**src/rtl/sgdma_pkg.sv**
```systemverilog
package sgdma_pkg;
  // register select codes
  localparam logic [2:0] SEL_CSR  = 3'd0;
  localparam logic [2:0] SEL_MODE = 3'd1;
  localparam logic [2:0] SEL_PCI  = 3'd2;
  localparam logic [2:0] SEL_LOC  = 3'd3;
  localparam logic [2:0] SEL_CNT  = 3'd4;
  localparam logic [2:0] SEL_PTR  = 3'd5;

  // command/status bit positions
  localparam int CSR_EN   = 0;
  localparam int CSR_GO   = 1;
  localparam int CSR_ABT  = 2;
  localparam int CSR_ICLR = 3;
  localparam int CSR_DONE = 4;

  // mode word bit positions
  localparam int MODE_CHAIN  = 9;
  localparam int MODE_DIEN   = 10;
  localparam int MODE_LCONST = 11;
  localparam int MODE_CLR    = 16;

  // next-word flag positions
  localparam int NX_PCI = 0;
  localparam int NX_END = 1;
  localparam int NX_TC  = 2;
  localparam int NX_DIR = 3;

  localparam int DESC_WORDS = 4;
  localparam int CNT_SLOT   = 2;
  localparam int NEXT_SLOT  = 3;

  typedef enum logic [1:0] {ST_IDLE, ST_FETCH, ST_MOVE, ST_WBACK} seqState_t;

  typedef struct packed {
    logic       loadSingle;
    logic       loadChain;
    logic       capWord;
    logic [1:0] wordIdx;
    logic       followNext;
  } dpStrobe_t;
endpackage

```
**src/rtl/sgdma_dpath.sv**
```systemverilog
module sgdma_dpath
  import sgdma_pkg::*;
#(
  parameter int ADDR_W = 32,
  parameter int CNT_W  = 23
) (
  input  logic              clk,
  input  logic              rstN,
  input  logic              cfgWe,
  input  logic [2:0]        cfgSel,
  input  logic [31:0]       cfgWdata,
  input  dpStrobe_t         strobe,
  input  logic [31:0]       memRdata,
  output logic [ADDR_W-1:0] memAddr,
  output logic              memPciSpace,
  output logic [ADDR_W-1:0] mvPciAddr,
  output logic [ADDR_W-1:0] mvLocAddr,
  output logic [CNT_W-1:0]  mvCount,
  output logic              mvLocToPci,
  output logic              modeChain,
  output logic              modeDoneIen,
  output logic              modeClr,
  output logic              modeLConst,
  output logic              curEnd,
  output logic              curTc
);
  localparam int BASE_LSB = 4;

  logic [31:0]       modeReg;
  logic [ADDR_W-1:0] pciReg, locReg, ptrReg;
  logic [CNT_W-1:0]  cntReg;
  logic [31:0]       descWord   [DESC_WORDS];
  logic [31:0]       singleWord [DESC_WORDS];
  logic [ADDR_W-1:BASE_LSB] curBase;
  logic              curSpace;

  always_ff @(posedge clk) begin
    if (!rstN) begin
      modeReg <= '0;
      pciReg  <= '0;
      locReg  <= '0;
      cntReg  <= '0;
      ptrReg  <= '0;
    end else if (cfgWe) begin
      case (cfgSel)
        SEL_MODE: modeReg <= cfgWdata;
        SEL_PCI:  pciReg  <= cfgWdata[ADDR_W-1:0];
        SEL_LOC:  locReg  <= cfgWdata[ADDR_W-1:0];
        SEL_CNT:  cntReg  <= cfgWdata[CNT_W-1:0];
        SEL_PTR:  ptrReg  <= cfgWdata[ADDR_W-1:0];
        default: ;
      endcase
    end
  end

  always_comb begin
    singleWord[0] = 32'(pciReg);
    singleWord[1] = 32'(locReg);
    singleWord[CNT_SLOT]  = 32'(cntReg);
    singleWord[NEXT_SLOT] = 32'(ptrReg);
  end

  for (genvar k = 0; k < DESC_WORDS; k++) begin : gSlot
    always_ff @(posedge clk) begin
      if (!rstN)
        descWord[k] <= '0;
      else if (strobe.loadSingle)
        descWord[k] <= singleWord[k];
      else if (strobe.capWord && strobe.wordIdx == 2'(k))
        descWord[k] <= memRdata;
    end
  end

  always_ff @(posedge clk) begin
    if (!rstN) begin
      curBase  <= '0;
      curSpace <= 1'b0;
    end else if (strobe.loadChain) begin
      curBase  <= ptrReg[ADDR_W-1:BASE_LSB];
      curSpace <= ptrReg[NX_PCI];
    end else if (strobe.followNext) begin
      curBase  <= descWord[NEXT_SLOT][ADDR_W-1:BASE_LSB];
      curSpace <= descWord[NEXT_SLOT][NX_PCI];
    end
  end

  assign memAddr     = {curBase, strobe.wordIdx, 2'b00};
  assign memPciSpace = curSpace;
  assign mvPciAddr   = descWord[0][ADDR_W-1:0];
  assign mvLocAddr   = descWord[1][ADDR_W-1:0];
  assign mvCount     = descWord[CNT_SLOT][CNT_W-1:0];
  assign mvLocToPci  = descWord[NEXT_SLOT][NX_DIR];
  assign curEnd      = descWord[NEXT_SLOT][NX_END];
  assign curTc       = descWord[NEXT_SLOT][NX_TC];
  assign modeChain   = modeReg[MODE_CHAIN];
  assign modeDoneIen = modeReg[MODE_DIEN];
  assign modeClr     = modeReg[MODE_CLR];
  assign modeLConst  = modeReg[MODE_LCONST];
endmodule

```
**src/rtl/sgdma_ctrl.sv**
```systemverilog
module sgdma_ctrl
  import sgdma_pkg::*;
(
  input  logic       clk,
  input  logic       rstN,
  input  logic       cfgWe,
  input  logic [2:0] cfgSel,
  input  logic [7:0] csrByte,
  input  logic       modeChain,
  input  logic       modeDoneIen,
  input  logic       modeClr,
  input  logic       curEnd,
  input  logic       curTc,
  input  logic       memAck,
  input  logic       mvAck,
  output dpStrobe_t  strobe,
  output logic       memReq,
  output logic       memWe,
  output logic       mvReq,
  output logic       enable,
  output logic       done,
  output logic       irq
);
  seqState_t state, stateNx;
  logic [1:0] idx, idxNx;
  logic abortPend;
  logic csrWr, startOk, abortOk, abortHit;
  logic finish, normalEnd, irqSet, follow;

  always_comb begin
    csrWr    = cfgWe && (cfgSel == SEL_CSR);
    startOk  = csrWr && csrByte[CSR_GO] && csrByte[CSR_EN] && done;
    abortOk  = csrWr && csrByte[CSR_ABT] && enable && !done;
    abortHit = abortPend || abortOk;

    stateNx   = state;
    idxNx     = idx;
    finish    = 1'b0;
    normalEnd = 1'b0;
    irqSet    = 1'b0;
    follow    = 1'b0;
    strobe    = '0;
    memReq    = 1'b0;
    memWe     = 1'b0;
    mvReq     = 1'b0;

    case (state)
      ST_IDLE: begin
        if (startOk) begin
          idxNx = 2'd0;
          if (modeChain) begin
            strobe.loadChain = 1'b1;
            stateNx = ST_FETCH;
          end else begin
            strobe.loadSingle = 1'b1;
            stateNx = ST_MOVE;
          end
        end
      end
      ST_FETCH: begin
        memReq = 1'b1;
        strobe.wordIdx = idx;
        if (memAck) begin
          strobe.capWord = 1'b1;
          if (abortHit)
            finish = 1'b1;
          else if (idx == 2'd3)
            stateNx = ST_MOVE;
          else
            idxNx = idx + 2'd1;
        end
      end
      ST_MOVE: begin
        mvReq = 1'b1;
        if (mvAck) begin
          irqSet = curTc;
          if (abortHit)
            finish = 1'b1;
          else if (modeChain && modeClr)
            stateNx = ST_WBACK;
          else if (!modeChain || curEnd) begin
            finish = 1'b1;
            normalEnd = 1'b1;
          end else
            follow = 1'b1;
        end
      end
      ST_WBACK: begin
        memReq = 1'b1;
        memWe  = 1'b1;
        strobe.wordIdx = 2'(CNT_SLOT);
        if (memAck) begin
          if (abortHit)
            finish = 1'b1;
          else if (curEnd) begin
            finish = 1'b1;
            normalEnd = 1'b1;
          end else
            follow = 1'b1;
        end
      end
      default: stateNx = ST_IDLE;
    endcase

    if (follow) begin
      strobe.followNext = 1'b1;
      idxNx = 2'd0;
      stateNx = ST_FETCH;
    end
    if (finish) stateNx = ST_IDLE;
    if (normalEnd && modeDoneIen) irqSet = 1'b1;
  end

  always_ff @(posedge clk) begin
    if (!rstN) begin
      state     <= ST_IDLE;
      idx       <= 2'd0;
      enable    <= 1'b0;
      done      <= 1'b1;
      irq       <= 1'b0;
      abortPend <= 1'b0;
    end else begin
      state <= stateNx;
      idx   <= idxNx;
      if (csrWr) enable <= csrByte[CSR_EN];
      if (startOk) done <= 1'b0;
      else if (finish) done <= 1'b1;
      if (startOk || finish) abortPend <= 1'b0;
      else if (abortOk) abortPend <= 1'b1;
      if (irqSet) irq <= 1'b1;
      else if (csrWr && csrByte[CSR_ICLR]) irq <= 1'b0;
    end
  end
endmodule

```
**src/rtl/sgdma_seq.sv**
```systemverilog
module sgdma_seq
  import sgdma_pkg::*;
#(
  parameter int ADDR_W = 32,
  parameter int CNT_W  = 23
) (
  input  logic              clk,
  input  logic              rstN,
  input  logic              cfgWe,
  input  logic [2:0]        cfgSel,
  input  logic [31:0]       cfgWdata,
  output logic [7:0]        statusByte,
  output logic              irq,
  output logic              memReq,
  output logic              memWe,
  output logic [ADDR_W-1:0] memAddr,
  output logic              memPciSpace,
  output logic [31:0]       memWdata,
  input  logic [31:0]       memRdata,
  input  logic              memAck,
  output logic              mvReq,
  output logic [ADDR_W-1:0] mvPciAddr,
  output logic [ADDR_W-1:0] mvLocAddr,
  output logic [CNT_W-1:0]  mvCount,
  output logic              mvLocToPci,
  output logic              mvLocConst,
  input  logic              mvAck
);
  dpStrobe_t strobe;
  logic modeChain, modeDoneIen, modeClr, curEnd, curTc;
  logic enable, done;

  sgdma_ctrl uCtrl (
    .clk(clk), .rstN(rstN), .cfgWe(cfgWe), .cfgSel(cfgSel),
    .csrByte(cfgWdata[7:0]), .modeChain(modeChain), .modeDoneIen(modeDoneIen),
    .modeClr(modeClr), .curEnd(curEnd), .curTc(curTc), .memAck(memAck),
    .mvAck(mvAck), .strobe(strobe), .memReq(memReq), .memWe(memWe),
    .mvReq(mvReq), .enable(enable), .done(done), .irq(irq)
  );

  sgdma_dpath #(.ADDR_W(ADDR_W), .CNT_W(CNT_W)) uDpath (
    .clk(clk), .rstN(rstN), .cfgWe(cfgWe), .cfgSel(cfgSel), .cfgWdata(cfgWdata),
    .strobe(strobe), .memRdata(memRdata), .memAddr(memAddr),
    .memPciSpace(memPciSpace), .mvPciAddr(mvPciAddr), .mvLocAddr(mvLocAddr),
    .mvCount(mvCount), .mvLocToPci(mvLocToPci), .modeChain(modeChain),
    .modeDoneIen(modeDoneIen), .modeClr(modeClr), .modeLConst(mvLocConst),
    .curEnd(curEnd), .curTc(curTc)
  );

  always_comb begin
    statusByte = '0;
    statusByte[CSR_EN]   = enable;
    statusByte[CSR_DONE] = done;
  end

  assign memWdata = '0;
endmodule

```
**config.mk**
```make
export PLATFORM = sky130hd
export DESIGN_NAME = sgdma_seq
export DESIGN_NICKNAME = d
export VERILOG_FILES = /design/src/rtl/sgdma_pkg.sv /design/src/rtl/sgdma_dpath.sv /design/src/rtl/sgdma_ctrl.sv /design/src/rtl/sgdma_seq.sv
export SDC_FILE = /design/constraint.sdc
export NUM_CORES = 1
export LEC_CHECK = 0
export BUFFER_PORTS_ARGS = -buffer_cell sky130_fd_sc_hd__buf_2
export CAP_MARGIN = 5
export CORE_ASPECT_RATIO = 0.5
export CORE_MARGIN = 2
export CORE_UTILIZATION = 29
export DETAILED_ROUTE_END_ITERATION = 10
export GPL_TIMING_DRIVEN = 1
export PLACE_DENSITY = 0.56
export SYNTH_ARGS = -nofsm -noshare
export SYNTH_HDL_FRONTEND = slang
export SYNTH_HIERARCHICAL = 1
export SYNTH_SLANG_ARGS = --single-unit
```
**constraint.sdc**
```tcl
create_clock -name clk -period 5.35 [get_ports clk]
set_input_delay 1.07 -clock clk [delete_from_list [all_inputs] [get_ports clk]]
set_output_delay 1.07 -clock clk [all_outputs]
set_load 0.05 [all_outputs]
```
# [After elaboration in Yosys (flattened, before gate mapping)]
# Memory sizes are Yosys's and may differ from the RTL's.
# Index checks and enable logic that the tools add are counted.
[op_classes] n_reduce_logical=41 add_sub_neg=1 n_bitwise=9 n_mux=88 n_eq_ne=27
[op_table] operator="$mux 32" n=8
[op_table] operator="$mux 1" n=58
[op_table] operator="$mux 28" n=2
[op_table] operator="$mux 2" n=14
[op_table] operator="$reduce_and 8->1" n=2
[op_table] operator="$logic_and 1x1->1" n=14
[op_table] operator="$eq 2x2->1 const B" n=5
[op_table] operator="$ne 2x2->1 const B" n=5
[op_table] operator="$reduce_and 2->1" n=5
[op_table] operator="$ne 3x1->1 const B" n=3
[op_table] operator="$or 1x1->1" n=8
[op_table] operator="$pmux 2 s2" n=2
[op_table] operator="$reduce_bool 2->1" n=4
[op_table] operator="$reduce_or 2->1" n=4
[op_table] operator="$eq 3x2->1 const B" n=2
[op_table] operator="$eq 3x3->1 const B" n=2
[op_table] operator="$ne 2x1->1 const B" n=3
[op_table] operator="$ne 3x2->1 const B" n=2
[op_table] operator="$ne 3x3->1 const B" n=2
[op_table] operator="$pmux 2 s3" n=1
[op_table] operator="$reduce_and 5->1" n=1
[op_table] operator="$eq 2x1->1 const B" n=2
[op_table] operator="$logic_not 2->1" n=2
[op_table] operator="$pmux 1 s2" n=2
[op_table] operator="other kinds (10)" n=13
[word_totals] memories=1 wordCells=181 ff_bits=173 ram_bits=128
[memory_table] name="uDpath.descWord" depth=4 width=32 read_ports=4 rd_clocked_by_memory_dff=0 wr=4 line="sgdma_dpath.sv:32" rtl="logic [31:0] descWord [DESC_WORDS];"

# [Logic depth before layout (Yosys ltp)]
[depth] depth_word=12 ltp_mapped=12 depth_no_buf=8

# [Modules after synthesis]
# The synthesis kept the hierarchy.
[modules_own_cells] module="sgdma_dpath" cells_each=888 area_per_inst_um2=11195.7 n_inst=1
[modules_own_cells] module="sgdma_ctrl" cells_each=86 area_per_inst_um2=694.4 n_inst=1
[modules_own_cells] module="sgdma_seq" cells_each=41 area_per_inst_um2=304.0 n_inst=1

# [Least setup slack after synthesis]
# OpenSTA, ideal clock, no wires.
[synth_timing] path_kind="input to register" start="input port cfgWdata[1]" end="memory uDpath.descWord[1][0] (enable)" n_path_buf=0 setup_slack_ns=0.829 arrival_time_ns=4.055 path_stages=5 cell_sequence="and4_1 > nand2_1 > nor2_1 > nand4b_1 > o21ai_0"
[synth_lines] element="from (decl)" line="sgdma_seq.sv:11" rtl="input logic [31:0] cfgWdata,"
[synth_lines] element="to (decl)" line="sgdma_dpath.sv:32"

# [Final worst setup path]
[layout_timing] start="register uCtrl.state[1]" end="output port memAddr[3]"
[layout_via] elab_chain_cells=2 elab_cells_between_ends=3 cone_classes="2 x eq/ne; 1 x mux"
[layout_rtl] element="from (decl)" line="sgdma_ctrl.sv:24" rtl="seqState_t state, stateNx;"
[layout_rtl] element="from (signal assigned)" line="sgdma_ctrl.sv:123" rtl="state <= stateNx;"
[layout_rtl] element="$eq 2x2->1 / $eq 2x1->1 (equally long branches)" line="sgdma_ctrl.sv:47" rtl="case (state)"
[layout_rtl] element="$pmux 2 s2 (*)" line="sgdma_ctrl.sv:47"
[layout_rtl] element="to (decl)" line="sgdma_seq.sv:16" rtl="output logic [ADDR_W-1:0] memAddr,"
# Every way passes the cells marked *; elsewhere a longest branch is shown, timed or not.

==> impl_metrics.py <==
metrics = {
    "status": {
        "status": "finished, final reports clean",
    },
    "cells_and_area": {
        "area_growth_pct": 17.0,
        "nets": 1245,
        "drive_gt1_share_pct": 24.8,
        "finish.utilization_pct": 34.2,
        "finalNonFillerCells": 1743,
    },
    "clocking": {
        "path_clk_slew_ns": 0.06,
        "cts_setup_buffers": 0,
        "tritoncts": "yes",
        "cts_resized": 0,
        "clock_tree.root_cell": "clkbuf_16",
        "worstSkewPairLatency_ns": 0.54,
        "cts-buffers-inserted": 29,
        "htree_levels": 1,
        "cts-hold-fix-buffers": 0,
        "cts.sinks": 279,
        "clk_path_buf_depth": 3,
    },
    "floorplanning": {
        "die_w_um": 294,
        "core_um2": 41700,
        "start_util_pct": 29.2,
        "die_y_um": 149,
        "fp-row-count": 53,
        "io_pins": 238,
        "dieArea_um2": 43800,
    },
    "sta": {
        "layout_worst_path_cycle_share_pct": 68.7,
        "finalCriticalPeriod_ns": 3.68,
        "skew_ns": 0.0174,
        "worst_slack_ns": 1.67,
        "final_hold_viol_count": 0,
        "fin_tns_setup_ns": 0,
        "max_freq_mhz": 272,
        "setup_viol": 0,
        "rsz0062_at_grt": "false",
        "drv_slew": 0,
        "worstMarginPinSlew_ns": 1.22,
        "slew_headroom_pct": 18.6,
    },
    "routing": {
        "vias": 8518,
        "antenna_left": 0,
        "post_drt_via_cell_ratio": 4.89,
        "drtIter0Drc": 523,
        "wirelength_mm": 34.3,
        "route.detailed.drc": 0,
        "avgRoutedWirePerCell_um": 19.7,
        "dr.pass1.iters": 5,
    },
    "synthesis": {
        "syn_avg_cell_area_um2": 12.0,
        "synth-async-reset-ratio_pct": 0,
        "synth_edf_count": 119,
        "yosys_warnings": 6,
        "yosys_most_used_dff": "dfxtp_1",
        "ys_ff_latch": 279,
        "syn_area_um2": 12200,
        "synth_top_area_share_pct": 29.3,
        "synth_area_leaders": "edfxtp_1, dfxtp_1, mux2i_1",
        "synthCells": 1015,
        "yosysTopAreaCell": "edfxtp_1",
        "synth_seq_area_share_pct": 55.6,
        "synthDistinctLibCells": 51,
    },
    "critical_path": {
        "critPathTopFamily": "compound AO/OA/AOI/OAI gates",
        "cpPeakStageDelay_ns": 0.80,
        "critPathMaxFanout": 41,
        "worst-path-buf-inv": 2,
        "criticalPathCategory": "flop to output port",
        "cpMaxStageDelayCell": "a21o_2",
        "critPathRequiredTime_ns": 4.28,
        "rr_startpoint": "uCtrl/state[0]",
        "arrival_ns": 2.61,
        "rr_endpoint": "uDpath/descWord[3][30]",
        "path_cells": "inv_1 > ha_1 > a21o_2 > buf_2",
        "r2r_slack_ns": 2.15,
        "cp-end-kind": "output port",
        "worst_setup_path_start_kind": "flop",
        "ff2ff_path_depth": 8,
    },
    "power": {
        "p_leak_nw": 6.31,
        "power.density_nw_per_um2": 320,
        "max-vdd-ir-drop_mv": 0.249,
    },
    "place": {
        "hpwlAfterDp_mm": 22.4,
        "gp_congestion": 0.835,
        "place_inst": 1687,
        "post-place-ws_ns": 1.61,
        "io_buffer_count": 197,
    },
    "worst_hold_path": {
        "holdPathEnd": "uDpath/pciReg[4]",
        "worstHoldStart": "uDpath/pciReg[4]",
        "whs_path_depth": 2,
        "min_path_type": "flop to flop",
    },
    "global_route": {
        "grt_remaining_overflow": 0,
        "grt_pass1_vias": 8772,
        "antenna_found_initial": 2,
        "grtUsageTotal_pct": 15.2,
        "grt_pass1_wl_mm": 51.4,
        "grt_max_degree": 88,
    },
    "run": {
        "cap_violations": 0,
    },
}
==> metrics by stage <==
stage / hold WS (ns) / total power, W / area (um2)
6_report: 0.460 / 0.00456 / 14300
5_1_grt: 0.476 / 0.00471 / 14300
4_1_cts: 0.460 / 0.00460 / 14300
3_5_place_dp: 0.450 / 0.00272 / 13400
3_3_place_gp: 0.442 / 0.00271 / 13400
2_1_floorplan: 0.435 / 0.00262 / 12300
==> cell usage after synthesis (all sizes together) (2+ instances only) <==
library cell  number
a21o               2
mux2i            125
buf              102
nand2b            62
edfxtp           119
dfxtp            160
and2               3
nand4bb            3
conb               2
nand2            170
clkbuf            25
nand4b             6
a211oi             2
ha                 5
a21oi              5
nor2               5
and4bb             3
o21ai              8
nor2b              3
inv                5
nand3              4
a32o              56
o2bb2ai           64
o211a             30
mux2              29
==> cells by family (layout without fill, tap and decap cells) <==
group,count (synthesis),in the layout,synth area share (%)
and+or+nand+nor,268,268,10.9
buffers and inverters,132,270,6.87
muxes,154,154,12.9
AOI/OAI and AO/OA,175,175,13.1
other,2,42,0.0616
DFF,279,279,55.6
adders and majority gates,5,5,0.513
==> final cells by class <==
class / count / area [um2]
antenna: 2 / 5.00
clock buffer: 50 / 865
clock inverter: 4 / 26.3
fill: 4088 / 27400
inverter: 5 / 18.8
multi-input combinational: 642 / 4790
sequential: 279 / 6780
tap: 550 / 688
timing repair buffer: 211 / 1100
==> tightest hold or removal path, delay by kind of cell (launching register included) <==
| family | cells | cell delay [ns] |
|---|---|---|
| flops | 1 | 0.31 |
| mux | 1 | 0.05 |
| simple gates | 1 | 0.05 |
==> layer usage <==
metal / routed length (um) / up-vias / share of wire (%) / global-route usage, %
li1: - / 3954 / - / -
met1: 13800 / 4291 / 40 / 17.6
met2: 18200 / 199 / 53 / 28.9
met3: 1230 / 74 / 3.6 / 1.95
met4: 1100 / 0 / 3.2 / 5.15
met5: 0 / - / 0 / 0
==> cell usage in the layout (no fill, tap or decap), types with 6 or more instances in the layout <==
| cell type | count |
|---|---|
| mux2i_1 | 125 |
| conb_1 | 40 |
| a32o_1 | 56 |
| buf_2 | 196 |
| clkbuf_1 | 15 |
| dfxtp_1 | 160 |
| clkbuf_16 | 29 |
| buf_4 | 14 |
| nand2b_1 | 62 |
| mux2_2 | 24 |
| o2bb2ai_1 | 64 |
| nand2_1 | 170 |
| clkbuf_8 | 6 |
| edfxtp_1 | 119 |
| o211a_1 | 30 |
==> flip-flops by register name (all words and copies together) (netlist names) <==
signal,count
uCtrl/abortPend,1
uCtrl/done,1
uCtrl/enable,1
uCtrl/idx,2
uCtrl/irq,1
uCtrl/state,2
uDpath/cntReg,23
uDpath/curBase,28
uDpath/descWord,119
uDpath/locReg,32
uDpath/memPciSpace,1
uDpath/modeReg,4
uDpath/pciReg,32
uDpath/ptrReg,32
==> worst max-delay path by stage <==
stage	from	endpoint	slack (ns)	depth (start not counted)
after floorplan	cfgWdata[1]	uDpath/descWord[1][0]	0.83	5
after global placement	cfgWe	uDpath/descWord[3][20]	1.68	7
after detailed placement	cfgSel[1]	uDpath/descWord[1][9]	1.61	7
after CTS	uCtrl/state[1]	memAddr[3]	1.65	4
after global routing	uCtrl/state[1]	memAddr[3]	1.53	4
final	uCtrl/state[1]	memAddr[3]	1.67	4
==> report_power, final <==
| part | internal [W] | switching, W | leakage (nW) |
|---|---|---|---|
| Sequential | 0.00227 | 0.0000261 | 2.52 |
| Clock | 0.00109 | 0.000803 | 0.432 |
| Combinational | 0.0000750 | 0.000295 | 3.36 |
Power figures use the tool's default switching activity.
